File: config.mk
export PLATFORM = sky130hd
export DESIGN_NAME = fll_tuner
export DESIGN_NICKNAME = d
export VERILOG_FILES = /design/src/rtl/fll_pkg.sv /design/src/rtl/fll_ref_sync.sv /design/src/rtl/fll_capture.sv /design/src/rtl/fll_step.sv /design/src/rtl/fll_tuner.sv
export SDC_FILE = /design/constraint.sdc
export NUM_CORES = 1
export LEC_CHECK = 0
export CAP_MARGIN = 20
export CORE_ASPECT_RATIO = 0.8
export CORE_MARGIN = 2
export CORE_UTILIZATION = 40
export DETAILED_ROUTE_END_ITERATION = 10
export DONT_BUFFER_PORTS = 1
export GPL_ROUTABILITY_DRIVEN = 0
export PLACE_DENSITY_LB_ADDON = 0.15
export SETUP_SLACK_MARGIN = 0.15
export SKIP_CTS_REPAIR_TIMING = 1
export SYNTH_ARGS = -nofsm -noshare
export SYNTH_HDL_FRONTEND = slang
export SYNTH_SLANG_ARGS = --single-unit
File: constraint.sdc
create_clock -name osc_clk -period 9.3 [get_ports osc_clk]
set_clock_uncertainty 0.15 [all_clocks]
set_input_delay 0.465 -clock osc_clk [delete_from_list [all_inputs] [get_ports osc_clk]]
set_output_delay 0.465 -clock osc_clk [all_outputs]
set_load 0.02 [all_outputs]
File: src/rtl/fll_pkg.sv
package fll_pkg;

    typedef enum logic [1:0] {
        ST_IDLE,
        ST_RUN,
        ST_LOCK
    } fll_state_e;

endpackage

File: src/rtl/fll_ref_sync.sv
module fll_ref_sync #(
    parameter int STAGES = 2
) (
    input  logic clk,
    input  logic rst_n,
    input  logic ref_in,
    output logic stb
);
    typedef struct packed {
        logic [STAGES-1:0] sh;
        logic              last;
    } sync_t;

    sync_t cur_q, nxt_d;

    always_comb begin
        nxt_d      = cur_q;
        nxt_d.sh   = {cur_q.sh[STAGES-2:0], ref_in};
        nxt_d.last = cur_q.sh[STAGES-1];
    end

    always_ff @(posedge clk or negedge rst_n) begin
        if (!rst_n) cur_q <= '0;
        else        cur_q <= nxt_d;
    end

    // one-cycle pulse on the rising edge of the synchronized reference
    assign stb = cur_q.sh[STAGES-1] & ~cur_q.last;

endmodule

File: src/rtl/fll_capture.sv
module fll_capture #(
    parameter int CNT_W = 16
) (
    input  logic             clk,
    input  logic             rst_n,
    input  logic             clear,
    input  logic             run,
    input  logic             stb,
    output logic             meas_vld,
    output logic [CNT_W-1:0] meas_cnt
);
    typedef struct packed {
        logic [CNT_W-1:0] cnt;
        logic [CNT_W-1:0] cap;
        logic [CNT_W-1:0] prev;
        logic             vld;
    } cap_t;

    cap_t cur_q, nxt_d;

    always_comb begin
        nxt_d     = cur_q;
        nxt_d.vld = 1'b0;
        if (run) begin
            nxt_d.cnt = cur_q.cnt + 1'b1;
            if (stb) begin
                nxt_d.cap = cur_q.cnt;
                nxt_d.vld = 1'b1;
            end
        end
        if (cur_q.vld) nxt_d.prev = cur_q.cap;
        if (clear) begin
            nxt_d.cnt  = '0;
            nxt_d.prev = '0;
            nxt_d.vld  = 1'b0;
        end
    end

    always_ff @(posedge clk or negedge rst_n) begin
        if (!rst_n) cur_q <= '0;
        else        cur_q <= nxt_d;
    end

    assign meas_vld = cur_q.vld;
    assign meas_cnt = cur_q.cap - cur_q.prev;  // modulo 2^CNT_W

endmodule

File: src/rtl/fll_step.sv
module fll_step #(
    parameter int FINE_W  = 8,
    parameter int RANGE_W = 3
) (
    input  logic [FINE_W-1:0]  fine_in,
    input  logic [RANGE_W-1:0] range_in,
    output logic [FINE_W-1:0]  up_fine,
    output logic [RANGE_W-1:0] up_range,
    output logic [FINE_W-1:0]  dn_fine,
    output logic [RANGE_W-1:0] dn_range
);
    localparam logic [FINE_W-1:0]  FINE_TOP  = {FINE_W{1'b1}};
    localparam logic [RANGE_W-1:0] RANGE_TOP = {RANGE_W{1'b1}};

    always_comb begin
        up_fine  = fine_in + 1'b1;
        up_range = range_in;
        if (fine_in == FINE_TOP && range_in != RANGE_TOP)
            up_range = range_in + 1'b1;

        dn_fine  = fine_in - 1'b1;
        dn_range = range_in;
        if (fine_in == '0 && range_in != '0)
            dn_range = range_in - 1'b1;
    end

endmodule

File: src/rtl/fll_tuner.sv
module fll_tuner
    import fll_pkg::*;
#(
    parameter int             CNT_W       = 16,
    parameter int             FINE_W      = 8,
    parameter int             RANGE_W     = 3,
    parameter int             SYNC_STAGES = 2,
    parameter logic [7:0]     FINE_INIT   = 8'h80,
    parameter logic [2:0]     RANGE_INIT  = 3'd3
) (
    input  logic               osc_clk,
    input  logic               rst_n,
    input  logic               start,
    input  logic [CNT_W-1:0]   target_cnt,
    input  logic               ref_clk,
    output logic [FINE_W-1:0]  fine_word,
    output logic [RANGE_W-1:0] range_sel,
    output logic               done
);
    typedef struct packed {
        fll_state_e         st;
        logic [FINE_W-1:0]  fine;
        logic [RANGE_W-1:0] range;
    } ctl_t;

    localparam ctl_t CTL_RESET = '{
        st:    ST_IDLE,
        fine:  FINE_W'(FINE_INIT),
        range: RANGE_W'(RANGE_INIT)
    };

    ctl_t cur_q, nxt_d;

    logic               ref_stb;
    logic               meas_vld;
    logic [CNT_W-1:0]   meas_cnt;
    logic [FINE_W-1:0]  up_fine, dn_fine;
    logic [RANGE_W-1:0] up_range, dn_range;

    fll_ref_sync #(.STAGES(SYNC_STAGES)) u_sync (
        .clk    (osc_clk),
        .rst_n  (rst_n),
        .ref_in (ref_clk),
        .stb    (ref_stb)
    );

    fll_capture #(.CNT_W(CNT_W)) u_cap (
        .clk      (osc_clk),
        .rst_n    (rst_n),
        .clear    (start),
        .run      (cur_q.st == ST_RUN),
        .stb      (ref_stb),
        .meas_vld (meas_vld),
        .meas_cnt (meas_cnt)
    );

    fll_step #(.FINE_W(FINE_W), .RANGE_W(RANGE_W)) u_step (
        .fine_in  (cur_q.fine),
        .range_in (cur_q.range),
        .up_fine  (up_fine),
        .up_range (up_range),
        .dn_fine  (dn_fine),
        .dn_range (dn_range)
    );

    always_comb begin
        nxt_d = cur_q;
        if (start) begin
            nxt_d.st = ST_RUN;
        end else if (cur_q.st == ST_RUN && meas_vld) begin
            if (meas_cnt == target_cnt) begin
                nxt_d.st = ST_LOCK;
            end else if (meas_cnt > target_cnt) begin
                nxt_d.fine  = dn_fine;
                nxt_d.range = dn_range;
            end else begin
                nxt_d.fine  = up_fine;
                nxt_d.range = up_range;
            end
        end
    end

    always_ff @(posedge osc_clk or negedge rst_n) begin
        if (!rst_n) cur_q <= CTL_RESET;
        else        cur_q <= nxt_d;
    end

    assign fine_word = cur_q.fine;
    assign range_sel = cur_q.range;
    assign done      = (cur_q.st == ST_LOCK);

endmodule

==> results.json <==
{
  "worstMarginPinSlew_ns": 0.604,
  "detail-route-antenna-nets": 0,
  "io_pins": 32,
  "via_count": 3067,
  "drt_wl_total_um": 8770,
  "yosys_most_used_dff": "dfrtp_1",
  "finalCriticalPeriod_ns": 5.30,
  "post_synth.cell_area_avg_sq_um": 9.49,
  "die_w_um": 120,
  "dieArea_sq_um": 11600,
  "overflow": 0,
  "yosysUniqueCellTypes": 58,
  "root_buffer": "clkbuf_16",
  "maxSlewViolCount": 0,
  "cp.required_ns": 9.38,
  "start_kind": "register",
  "final_common_cell": "dfrtp_1",
  "rrSetupSlack_ns": 4.00,
  "syn_inst": 455,
  "crit_top_cell": "ha_1",
  "cp_cell_sequence": "inv_1 > ha_1 > fa_1 > nand2b_1 > a21oi_1 > o21ai_2 > o21ai_1 > a2111oi_0 > nand4b_1 > ha_1 > a21oi_1 > nand2_1 > a221oi_1 > o211ai_4 > nand2_1 > inv_1 > ha_1 > nor2b_1 > o21ai_0 > a21boi_0 > o21a_1 > o21a_1 > o31ai_1",
  "clk_latency_ns": 0.33,
  "drtPass1Iterations": 4,
  "syn_nets": 516,
  "cp_top_family": "compound AO/OA/AOI/OAI gates",
  "rsz0062_at_grt": "false",
  "power.leakage_nw": 2.18,
  "fin_cells": 594,
  "worstPathMaxFanout": 6,
  "critPathKind": "reg2reg",
  "htreeDepth": 3,
  "fin_nets": 510,
  "synthesis.area_sq_um": 4320,
  "hold_violations": 0,
  "hp-class": "in2reg",
  "start_util_pct": 41.7,
  "grt_usage_pct": 16.1,
  "cts_tree": "done",
  "ys_ff_latch": 65,
  "async_reset_ff_share_pct": 100,
  "synth_edf_count": 0,
  "clk_path_buf_depth": 2,
  "dp.cells": 575,
  "path_buf_inv": 2,
  "fin_setup_tns_ns": 0,
  "numCtsBuffers": 9,
  "post-route-period-util_pct": 57.0,
  "p_total_uw": 961,
  "slowest_delay_ns": 0.44,
  "cap_violations": 0,
  "outcome": "complete, no violations",
  "first_global_vias": 2909,
  "io_buffers": 0,
  "num_rows": 33,
  "vias_per_cell": 5.16,
  "diodes": 0,
  "drc": 0,
  "grt_max_degree": 66,
  "peakVddDrop_mv": 0.0705,
  "clkTransAtPathRegs_ns": 0.06,
  "ys_seq_area_share_pct": 37.7,
  "setup_viol": 0,
  "synthToLayoutAreaGrowth_pct": 9.73,
  "nFillCells": 1029,
  "core_sq_um": 10400,
  "synth_warnings": 0,
  "cp_slowest_cell": "a221oi_1",
  "powerDensity_nw_per_um2": 203,
  "drive_above_1_share_pct": 10.4,
  "grt_pass1_wl_um": 15000,
  "max_freq_mhz": 189,
  "cts_sinks": 65,
  "hpwl_um": 6470,
  "die_h_um": 96.9,
  "cp-end-kind": "register",
  "antenna_found_initial": 0,
  "maxSlewHeadroom_pct": 59.2,
  "drt-initial-drc-count": 153,
  "wl_per_cell_um": 14.8,
  "cp.arrival_ns": 5.38,
  "final_cell_mix": "62 x dfrtp_1, 52 x nor2_1, 46 x inv_1"
}
power by group:
group | internal, mW | switching (mW)
Sequential | 0.311 | 0.0653
Clock | 0.223 | 0.128
Combinational | 0.103 | 0.130
Total | 0.637 | 0.323
worst register-to-register path, delay by kind of cell (launching register included):
kind,cells,cell delay [ns]
AO/OA/AOI/OAI,12,2.42
adder cells (fa/ha/maj),4,1.30
buffers and inverters,2,0.21
flip-flops,1,0.35
AND/OR/NAND/NOR,5,0.78
cell families after synthesis:
logic type	Yosys count	synth area share, %
adder cells (fa/ha/maj)	41	12.4
buffers and inverters	68	7.16
flip-flops	65	37.7
AO/OA/AOI/OAI	74	11.4
multiplexers	34	8.57
AND/OR/NAND/NOR	144	16.9
XOR/XNOR	29	5.88
final timing paths:
check | start | to | cells past startpoint
max reg2reg | u_cap.cur_q[17]$_DFFE_PN0P_ | fine_word[6]$_DFFE_PN0P_ | 23
max in group asynchronous | rst_n | range_sel[1]$_DFFE_PN1P_ | 2
min reg2reg | u_sync.cur_q[1]$_DFF_PN0_ | u_sync.cur_q[2]$_DFF_PN0_ | 0
max | u_cap.cur_q[17]$_DFFE_PN0P_ | fine_word[6]$_DFFE_PN0P_ | 23
min | start | u_cap.cur_q[40]$_DFFE_PN0P_ | 1
min in group asynchronous | rst_n | u_cap.cur_q[34]$_DFFE_PN0P_ | 2
cell usage after synthesis (3+ instances only):
cell type	number	share of area, %
dfrtp_1	62	36
xor2_1	13	2.6
buf_2	4	0.46
nand2_1	28	2.4
mux2i_1	19	4.4
nor2_1	52	4.5
o21a_1	5	0.87
o21ai_1	4	0.46
o21ai_0	13	1.5
dfstp_2	3	1.8
fa_1	3	1.4
and3_1	4	0.58
inv_1	46	4.0
nor3_1	9	1.0
mux2_2	14	3.7
nand3_1	11	1.3
nand2b_1	4	0.58
or3_1	6	0.87
buf_4	11	1.9
o211ai_1	4	0.70
a211oi_1	4	0.70
ha_1	38	11
xnor2_1	16	3.2
a21o_1	3	0.52
clkbuf_1	5	0.43
nor2b_1	9	1.3
nand4_1	8	1.2
a21oi_1	21	2.4
state kept, by name, indices dropped and copies added, names as in the netlist:
signal	flops
u_cap.meas_vld	1
u_sync.cur_q	3
range_sel	3
u_cap.cur_q	48
fine_word	8
cur_q	2
per-layer routing:
layer	global-route usage [%]	up-vias	part of all wire, %
li1	-	1559	-
met1	24.4	1440	54
met2	21.7	54	40
met3	4.78	14	4.1
met4	5.16	0	1.4
met5	0	-	0
cell type report:
cell class              count  area, sq um  area share (%)
multi-input cells         322         2380            50.3
flip-flops and latches     65         1630            34.4
well taps                 140          175            3.70
clock inverters             5         61.3            1.29
clock buffers              11          253            5.33
inverters                  46          173            3.64
repair buffers              5         62.6            1.32
through the flow:
step	instance area (sq um)	hold slack (ns)	worst slack (ns)	util (%)
floorplan	4320	0.0194	4.51	-
global placement	4380	0.0224	4.16	42.2
detailed placement	4380	0.0209	4.06	42.2
CTS	4690	-0.337	4.02	45.3
global route	4740	0.0237	3.52	45.7
finish	4740	0.0411	4.00	45.7
Note: power is estimated with default switching activity, not from simulation.
